File: config.mk
export PLATFORM = sky130hd
export DESIGN_NAME = flash_done_poller
export DESIGN_NICKNAME = d
export VERILOG_FILES = /design/src/rtl/fp_pkg.sv /design/src/rtl/fp_addr_gen.sv /design/src/rtl/fp_status_eval.sv /design/src/rtl/fp_poll_budget.sv /design/src/rtl/flash_done_poller.sv
export SDC_FILE = /design/constraint.sdc
export NUM_CORES = 1
export LEC_CHECK = 0
export BUFFER_PORTS_ARGS = -buffer_cell sky130_fd_sc_hd__buf_4
export CAP_MARGIN = 20
export CELL_PAD_IN_SITES_DETAIL_PLACEMENT = 2
export CELL_PAD_IN_SITES_GLOBAL_PLACEMENT = 2
export CORE_MARGIN = 10
export CORE_UTILIZATION = 23
export DETAILED_ROUTE_END_ITERATION = 10
export GPL_TIMING_DRIVEN = 0
export PLACE_DENSITY = 0.82
export SLEW_MARGIN = 0
export SYNTH_ARGS = -nofsm -noshare
export SYNTH_HDL_FRONTEND = slang
export SYNTH_SLANG_ARGS = --single-unit
File: constraint.sdc
create_clock -name clk -period 2.1 [get_ports clk]
set_input_delay 0.42 -clock clk [delete_from_list [all_inputs] [get_ports clk]]
set_output_delay 0.42 -clock clk [all_outputs]
set_load 0.01 [all_outputs]
File: src/rtl/fp_pkg.sv
package fp_pkg;

  // Poll controller states
  typedef enum logic [2:0] {
    ST_IDLE   = 3'd0,
    ST_READ   = 3'd1,
    ST_EVAL   = 3'd2,
    ST_RCHK   = 3'd3,
    ST_RCHK_E = 3'd4,
    ST_RSTWR  = 3'd5
  } fp_state_t;

  // Verdict from one evaluated status word
  typedef enum logic [1:0] {
    VD_MATCH  = 2'd0,
    VD_TOUT   = 2'd1,
    VD_AGAIN  = 2'd2
  } fp_verdict_t;

endpackage

File: src/rtl/fp_addr_gen.sv
module fp_addr_gen #(
  parameter int ADDR_W     = 24,
  parameter int ALIGN_BITS = 2
) (
  input  logic              clk,
  input  logic              rst,
  input  logic              load,
  input  logic [ADDR_W-1:0] base_addr,
  output logic [ADDR_W-1:0] poll_addr
);
  localparam logic [ADDR_W-1:0] ALIGN_MASK = ~((ADDR_W'(1) << ALIGN_BITS) - ADDR_W'(1));

  always_ff @(posedge clk) begin
    if (rst) begin
      poll_addr <= '0;
    end else if (load) begin
      poll_addr <= base_addr & ALIGN_MASK;
    end
  end
endmodule

File: src/rtl/fp_status_eval.sv
module fp_status_eval #(
  parameter int DATA_W   = 16,
  parameter int DONE_BIT = 7,
  parameter int TOUT_BIT = 5
) (
  input  logic              clk,
  input  logic              rst,
  input  logic              load,
  input  logic              is_erase,
  input  logic [DATA_W-1:0] wdata,
  input  logic              capture,
  input  logic [DATA_W-1:0] status_in,
  output fp_pkg::fp_verdict_t verdict
);
  import fp_pkg::*;

  logic expect_q;
  logic done_q;
  logic tout_q;

  always_ff @(posedge clk) begin
    if (rst) begin
      expect_q <= 1'b0;
    end else if (load) begin
      expect_q <= is_erase ? 1'b1 : wdata[DONE_BIT];
    end
  end

  always_ff @(posedge clk) begin
    if (rst) begin
      done_q <= 1'b0;
      tout_q <= 1'b0;
    end else if (capture) begin
      done_q <= status_in[DONE_BIT];
      tout_q <= status_in[TOUT_BIT];
    end
  end

  always_comb begin
    if (done_q == expect_q) begin
      verdict = VD_MATCH;
    end else if (tout_q) begin
      verdict = VD_TOUT;
    end else begin
      verdict = VD_AGAIN;
    end
  end
endmodule

File: src/rtl/fp_poll_budget.sv
module fp_poll_budget #(
  parameter int MAX_POLLS = 4096
) (
  input  logic clk,
  input  logic rst,
  input  logic clear,
  input  logic bump,
  output logic spent
);
  localparam int CW = $clog2(MAX_POLLS + 1);
  localparam logic [CW-1:0] LIMIT = CW'(MAX_POLLS);

  logic [CW-1:0] used_q;

  always_ff @(posedge clk) begin
    if (rst || clear) begin
      used_q <= '0;
    end else if (bump && used_q != LIMIT) begin
      used_q <= used_q + CW'(1);
    end
  end

  assign spent = (used_q == LIMIT);
endmodule

File: src/rtl/flash_done_poller.sv
module flash_done_poller #(
  parameter int ADDR_W     = 24,
  parameter int DATA_W     = 16,
  parameter int DONE_BIT   = 7,
  parameter int TOUT_BIT   = 5,
  parameter int ALIGN_BITS = 2,
  parameter int MAX_POLLS  = 4096,
  parameter logic [DATA_W-1:0] RST_CMD = DATA_W'('hF0)
) (
  input  logic              clk,
  input  logic              rst,
  input  logic              start,
  input  logic              op_erase,
  input  logic [ADDR_W-1:0] target_addr,
  input  logic [DATA_W-1:0] wdata,
  output logic              rd_req,
  output logic [ADDR_W-1:0] rd_addr,
  input  logic              rd_ack,
  input  logic [DATA_W-1:0] rd_data,
  output logic              wr_req,
  output logic [ADDR_W-1:0] wr_addr,
  output logic [DATA_W-1:0] wr_data,
  input  logic              wr_ack,
  output logic              busy,
  output logic              done,
  output logic              fail
);
  import fp_pkg::*;

  fp_state_t   state_q;
  fp_verdict_t verdict;
  logic        accept;
  logic        rd_take;
  logic        spent;
  logic [ADDR_W-1:0] poll_addr;

  assign accept  = start && (state_q == ST_IDLE);
  assign rd_take = rd_req && rd_ack;

  fp_addr_gen #(
    .ADDR_W     (ADDR_W),
    .ALIGN_BITS (ALIGN_BITS)
  ) u_addr (
    .clk       (clk),
    .rst       (rst),
    .load      (accept),
    .base_addr (target_addr),
    .poll_addr (poll_addr)
  );

  fp_status_eval #(
    .DATA_W   (DATA_W),
    .DONE_BIT (DONE_BIT),
    .TOUT_BIT (TOUT_BIT)
  ) u_eval (
    .clk       (clk),
    .rst       (rst),
    .load      (accept),
    .is_erase  (op_erase),
    .wdata     (wdata),
    .capture   (rd_take),
    .status_in (rd_data),
    .verdict   (verdict)
  );

  fp_poll_budget #(
    .MAX_POLLS (MAX_POLLS)
  ) u_budget (
    .clk   (clk),
    .rst   (rst),
    .clear (accept),
    .bump  (rd_take),
    .spent (spent)
  );

  assign rd_addr = poll_addr;
  assign wr_addr = poll_addr;
  assign wr_data = RST_CMD;

  always_ff @(posedge clk) begin
    if (rst) begin
      state_q <= ST_IDLE;
      rd_req  <= 1'b0;
      wr_req  <= 1'b0;
      busy    <= 1'b0;
      done    <= 1'b0;
      fail    <= 1'b0;
    end else begin
      done <= 1'b0;
      fail <= 1'b0;
      unique case (state_q)
        ST_IDLE: begin
          if (accept) begin
            busy    <= 1'b1;
            rd_req  <= 1'b1;
            state_q <= ST_READ;
          end
        end
        ST_READ: begin
          if (rd_ack) begin
            rd_req  <= 1'b0;
            state_q <= ST_EVAL;
          end
        end
        ST_EVAL: begin
          if (verdict == VD_MATCH) begin
            done    <= 1'b1;
            busy    <= 1'b0;
            state_q <= ST_IDLE;
          end else if (spent) begin
            wr_req  <= 1'b1;
            state_q <= ST_RSTWR;
          end else if (verdict == VD_TOUT) begin
            rd_req  <= 1'b1;
            state_q <= ST_RCHK;
          end else begin
            rd_req  <= 1'b1;
            state_q <= ST_READ;
          end
        end
        ST_RCHK: begin
          if (rd_ack) begin
            rd_req  <= 1'b0;
            state_q <= ST_RCHK_E;
          end
        end
        ST_RCHK_E: begin
          if (verdict == VD_MATCH) begin
            done    <= 1'b1;
            busy    <= 1'b0;
            state_q <= ST_IDLE;
          end else begin
            wr_req  <= 1'b1;
            state_q <= ST_RSTWR;
          end
        end
        ST_RSTWR: begin
          if (wr_ack) begin
            wr_req  <= 1'b0;
            fail    <= 1'b1;
            busy    <= 1'b0;
            state_q <= ST_IDLE;
          end
        end
        default: begin
          state_q <= ST_IDLE;
          rd_req  <= 1'b0;
          wr_req  <= 1'b0;
          busy    <= 1'b0;
        end
      endcase
    end
  end
endmodule

# Word level (Yosys, flattened, before mapping)
# Index checks and enable logic that the tools add are counted.
[classes]
add_sub_neg = 1
eq_ne = 19
mux = 26
n_bitwise = 5
n_reduce_logical = 16
[op_table]
columns = ["op", "n"]
rows = [
  ["$mux 3", 7],
  ["$pmux 3 s6", 1],
  ["$ne 2x2->1 const B", 7],
  ["$add 13x1->13 const B", 1],
  ["$eq 13x13->1 const B", 1],
  ["$ne 13x13->1 const B", 1],
  ["$mux 1", 12],
  ["$pmux 1 s4", 3],
  ["$reduce_and 5->1", 2],
  ["$reduce_or 2->1", 5],
  ["$reduce_and 4->1", 2],
  ["$eq 3x2->1 const B", 2],
  ["$eq 3x3->1 const B", 2],
  ["$mux 2", 3],
  ["$ne 2x1->1 const B", 3],
  ["$not 1->1", 5],
  ["$eq 3x1->1 const B", 1],
  ["$logic_and 1x1->1", 3],
  ["$logic_not 3->1", 1],
  ["$reduce_or 3->1", 1],
  ["$eq 2x1->1 const B", 1],
  ["$logic_not 2->1", 1],
  ["$eq 1x1->1", 1],
  ["$logic_or 1x1->1", 1],
]
[word_totals]
regBits = 46
in_bits = 62
out_inout_bits = 69
word_cells = 78

# Depth between registers and ports, before layout
[logic_depth]
word_depth = 7
depth_mapped = 6
mapped_depth_nobuf = 6

# By module
# From an unflattened synthesis, not the netlist that was laid out.
[hier_totals]
hier_cells = 278
hier_area_um2 = 2517.4
[modules_own_cells]
columns = ["module", "n_inst", "cells_each", "area_each_um2", "seq_area_each_um2"]
rows = [
  ["fp_addr_gen", 1, 74, 820.8, 440.4],
  ["flash_done_poller", 1, 100, 807.0, 160.2],
  ["fp_poll_budget", 1, 91, 764.5, 260.2],
  ["fp_status_eval", 1, 13, 125.1, 60.1],
]

# Worst setup path before layout
# Ideal clock, no wire load.
[synth_path]
kind = "reg-to-reg"
from = "register u_budget.used_q[0]"
to = "register u_budget.used_q[1]"
setup_ns = 0.117
arrival_time_ns = 1.400
required_ns = 1.983
slack_ns = 0.583
stages_incl_launch_ff = 7
n_path_buf = 0
period_less_slack_ns = 1.517
path_cell_list = "dfxtp_1 > inv_1 > ha_1 > nor4b_2 > a31oi_1 > mux2i_1 > nor2_1"
[synth_between]
elab_chain_cells = 2
word_cells_on_any_way = 3
cone_classes = "add/sub: 1; eq/ne: 1; reduce/logical: 1"
[synth_lines]
columns = ["item", "line_no", "rtl"]
rows = [
  ["start, declared", "fp_poll_budget.sv:13", "logic [CW-1:0] used_q;"],
  ["start signal, assigned", "fp_poll_budget.sv:19", "used_q <= used_q + CW'(1);"],
  ["parallel branches: the longest is 2 deep, another holds $add 13x1->13", "n/a", ""],
]
# Several ways; the timed one is not identified.
# A chain may end at the register's enable or synchronous reset.

# Final worst setup path
# Ends and elaborated chain as after synthesis.

==> tab_implementation.tex <==
\begin{tabular}{lr}
\hline
Metric & Value \\
\hline
\multicolumn{2}{l}{\textbf{Route}} \\
Drc violations & 0 \\
Total length of routed wires & 8.072 mm \\
Initial drt markers & 47 \\
Antenna Nets Post-Route & 0 \\
Average wire per standard cell & 15.29 um \\
Vias after detailed routing & 2262 \\
Via-to-Cell Ratio & 4.284 \\
Initial DRT Pass Iterations & 4 \\
\multicolumn{2}{l}{\textbf{Cells and area}} \\
Sequential standard cell area & 920.9 um2 \\
Fin cells & 528 \\
Number of fillers in the final layout & 1205 \\
Post-layout net count & 455 \\
Area grow syn2layout & 38.51\% \\
Proportion of layout cells with a drive suffix above 1 & 36.73\% \\
Diodes inserted & 0 \\
Multi-input logic area & 1104 um2 \\
\multicolumn{2}{l}{\textbf{Yosys}} \\
Count of flip-flops with a built-in enable after synthesis & 0 \\
Number of warnings printed during yosys synthesis & 0 \\
Most used flip-flop cell after synthesis & sky130\_fd\_sc\_hd\_\_dfxtp\_1 \\
Count of different cell masters after synthesis & 48 \\
Mux contribution to synthesized area & 0.8430\% \\
Main combinational cell family by area after synthesis & simple AND/OR/NAND/NOR gates \\
Cell area after synthesis & 2375 um2 \\
Seq/Total Area, Yosys & 38.78\% \\
Complex-gate fraction of the synthesized area & 14.33\% \\
Number of register bits inferred by synthesis & 46 \\
Ys async rst share & 0\% \\
Area share of xor/xnor cells in the synthesized design & 2.950\% \\
Post-synthesis cell count & 288 \\
Synthesized-area fraction occupied by adder cells & 1.475\% \\
Simple-Gate Fraction of Synth Area & 23.71\% \\
Syn\_area\_per\_cell & 8.246 um2 \\
\multicolumn{2}{l}{\textbf{Run status}} \\
Outcome & finished clean \\
\multicolumn{2}{l}{\textbf{Global route}} \\
Global-route total usage across every layer & 10.84\% \\
Vias in the first global route & 2543 \\
Total congestion overflow after global routing & 0 \\
Maximum number of pins on one net before global-route repair & 14 \\
Wire length of the first global-routing pass & 13.10 mm \\
Initial antenna violation count & 0 \\
\multicolumn{2}{l}{\textbf{Die}} \\
Number of primary I/O pins & 131 \\
Core box area & 10180 um2 \\
Core Rows & 37 \\
Die width & 121.6 um \\
Die area & 14790 um2 \\
Die Ht & 121.6 um \\
Starting density of the core & 23.32\% \\
\multicolumn{2}{l}{\textbf{STA}} \\
Number of pins exceeding their max-slew limit in the final report & 0 \\
Final setup TNS & 0 ps \\
Number of endpoints failing setup at the final stage & 0 \\
Worst slew margin relative to its limit & 60.15\% \\
Min Hold Slack & 362.8 ps \\
Unrepaired setup endpoints after global routing & no \\
Slew at the pin with the worst max-slew slack & 595.0 ps \\
Final period demand of the worst path & 1824 ps \\
Final count of hold timing violations & 0 \\
Worst clock skew & 5.051 ps \\
Period utilization & 86.88\% \\
Maximum frequency from static timing analysis & 548.1 MHz \\
\multicolumn{2}{l}{\textbf{Place}} \\
Final weighted congestion in routability-driven placement & 0.8163 \\
Placed cells & 520 \\
Detailed placement HPWL & 6.679 mm \\
Number of buffers inserted by port buffering & 78 \\
\multicolumn{2}{l}{\textbf{Min path}} \\
Hold/Removal Path Class & primary input to register \\
End point of the most critical hold path & u\_addr.poll\_addr[3] \\
Launch point of the worst hold path & target\_addr[3] \\
Hold Path Stages & 3 \\
\multicolumn{2}{l}{\textbf{CTS}} \\
Clock latency at the later pin of the worst-skew pair & 300 ps \\
Number of buffers created by CTS & 5 \\
Count of cells resized by post-cts repair & 0 \\
Hold bufs inserted after CTS & 0 \\
Clock Root Buffer & sky130\_fd\_sc\_hd\_\_clkbuf\_8 \\
Post CTS Setup Buffer Count & 0 \\
Worst-case clock buffer depth & 2 \\
Post-CTS clock slew at the launch and capture registers of the worst setup and hold paths & 90 ps \\
Number of sinks handled by clock tree synthesis & 46 \\
Count of H-tree levels built during CTS & 2 \\
Clock tree from TritonCTS & built \\
\multicolumn{2}{l}{\textbf{Power and ir drop}} \\
Power per cell area & 726.8 nW/um2 \\
Leakage power summed over all cells & 1.479 nW \\
Max IR drop VDD & 273.5 uV \\
\multicolumn{2}{l}{\textbf{Run}} \\
Number of max-cap violations & 0 \\
\multicolumn{2}{l}{\textbf{Worst setup path}} \\
Number of cells traversed by the worst register-to-register path & 6 \\
CP Launch Type & register \\
Internal reg-to-reg setup slack & 280 ps \\
Ordered list of cells on the worst path & inv\_1, ha\_1, nor4b\_2, a31oi\_1, mux2i\_1, nor2\_1 \\
Maximum fanout encountered on the critical timing path & 5 \\
Slowest stage cell on the critical path & sky130\_fd\_sc\_hd\_\_a31oi\_1 \\
Endpoint class of the critical path & register \\
Reg2Reg Capture Point & u\_budget.used\_q[1] \\
Worst flop-to-flop path startpoint & u\_budget.used\_q[0] \\
Maximum single-stage delay on the critical path & 520 ps \\
Crit Path Category & register to register \\
Crit path required time & 2300 ps \\
Crit path arrival time & 2020 ps \\
\hline
\end{tabular}
[Yosys cell counts (all sizes together) (2+ instances only)]
cell,number,share of area (%)
nand2b,2,0.53
nor4,3,1.1
o211ai,2,0.63
xnor2,4,1.5
xor2,4,1.5
and4,2,0.84
nor3,3,0.63
or3,9,2.4
o21bai,3,0.95
nand2,54,8.5
ha,2,1.1
o21ai,6,1.3
nand3,6,1.3
dfxtp,46,39
nor4b,4,2.6
inv,5,0.79
nand3b,3,0.95
nand4,4,1.3
clkbuf,8,1.3
a21oi,33,7.0
nor2,12,1.9
conb,2,0.32
o31ai,2,0.84
nor3b,2,0.63
mux2i,2,0.84
a31oi,3,0.79
buf,50,16
[power breakdown]
group	leakage [nW]	switching [mW]	total, mW	internal, mW
clock network	0.0482	0.312	0.578	0.267
logic	1.05	0.419	0.806	0.388
registers	0.375	0.0566	1.01	0.949
[kinds of logic (layout without fill, tap and decap cells)]
group,count (synthesis),after routing
adders and majority gates,3,3
and+or+nand+nor,107,107
buffers and inverters,63,149
muxes,2,2
AOI/OAI and AO/OA,57,57
DFF,46,46
xor gates and xnor gates,8,8
other,2,20
[worst max-delay path by stage]
stage	startpoint	to	depth (start not counted)	slack, ps
floorplan	u_budget.used_q[0]	u_budget.used_q[1]	6	580
global placement	u_budget.used_q[0]	u_budget.used_q[4]	6	400
detailed placement	u_budget.used_q[0]	u_budget.used_q[1]	6	250
CTS	u_budget.used_q[0]	u_budget.used_q[1]	6	220
global route	u_budget.used_q[0]	u_budget.used_q[4]	6	100
finish	u_budget.used_q[0]	u_budget.used_q[1]	6	280
[metal layers]
metal | share of wire, % | vias to the layer above | track usage, %
met5 | 0 | - | 0
met4 | 0.58 | 0 | 2.459
met3 | 6.8 | 4 | 3.423
met2 | 50 | 65 | 19.76
met1 | 42 | 1074 | 11.99
li1 | - | 1119 | -
[per-stage QoR]
step                util [%]  area, um2  power [mW]  worst slack [ps]
CTS                    32.30       3289       2.434             224.4
detailed placement     31.40       3198       1.851             245.9
global route           32.30       3289       2.562             95.43
global placement       31.40       3198       1.810             404.0
finish                 32.30       3289       2.391             275.6
floorplan                  -       2442       1.500             582.7
[cells in the final DEF (no fill, tap or decap), drive strengths merged, types with 2 or more instances in the layout]
cell      n
buf     128
nand2    54
dfxtp    46
a21oi    33
conb     20
clkbuf   15
nor2     12
or3       9
nand3     6
o21ai     6
inv       5
xnor2     4
xor2      4
nand4     4
nor4b     4
nand3b    3
o21bai    3
nor3      3
a31oi     3
nor4      3
nand2b    2
nor3b     2
o211ai    2
mux2i     2
ha        2
and4      2
o31ai     2
[flip-flops by register name, summed over array words and instances (netlist names)]
signal and count:
u_eval.done_q 1, busy 1, u_eval.tout_q 1, done 1, u_budget.used_q 13, u_eval.expect_q 1, rd_req 1, fail 1
u_addr.poll_addr 22, state_q 3, wr_req 1
[layout make-up]
class,instances,share of cell area [%]
well taps,136,5.173
multi-input cells,197,33.55
plain buffers,58,12.13
clock inverters,1,0.1521
flip-flops and latches,46,28.00
inverters,5,0.5706
repair buffers,78,17.80
clock buffers,7,2.625
[worst max-delay path: cells and delay by family, from the launching register on]
kind | cells | cell delay (ps)
AOI/OAI and AO/OA | 1 | 520
adders and majority gates | 1 | 210
buffers and inverters | 1 | 70
DFF | 1 | 430
muxes | 1 | 260
and+or+nand+nor | 2 | 230
Note: power is estimated with default switching activity, not from simulation.
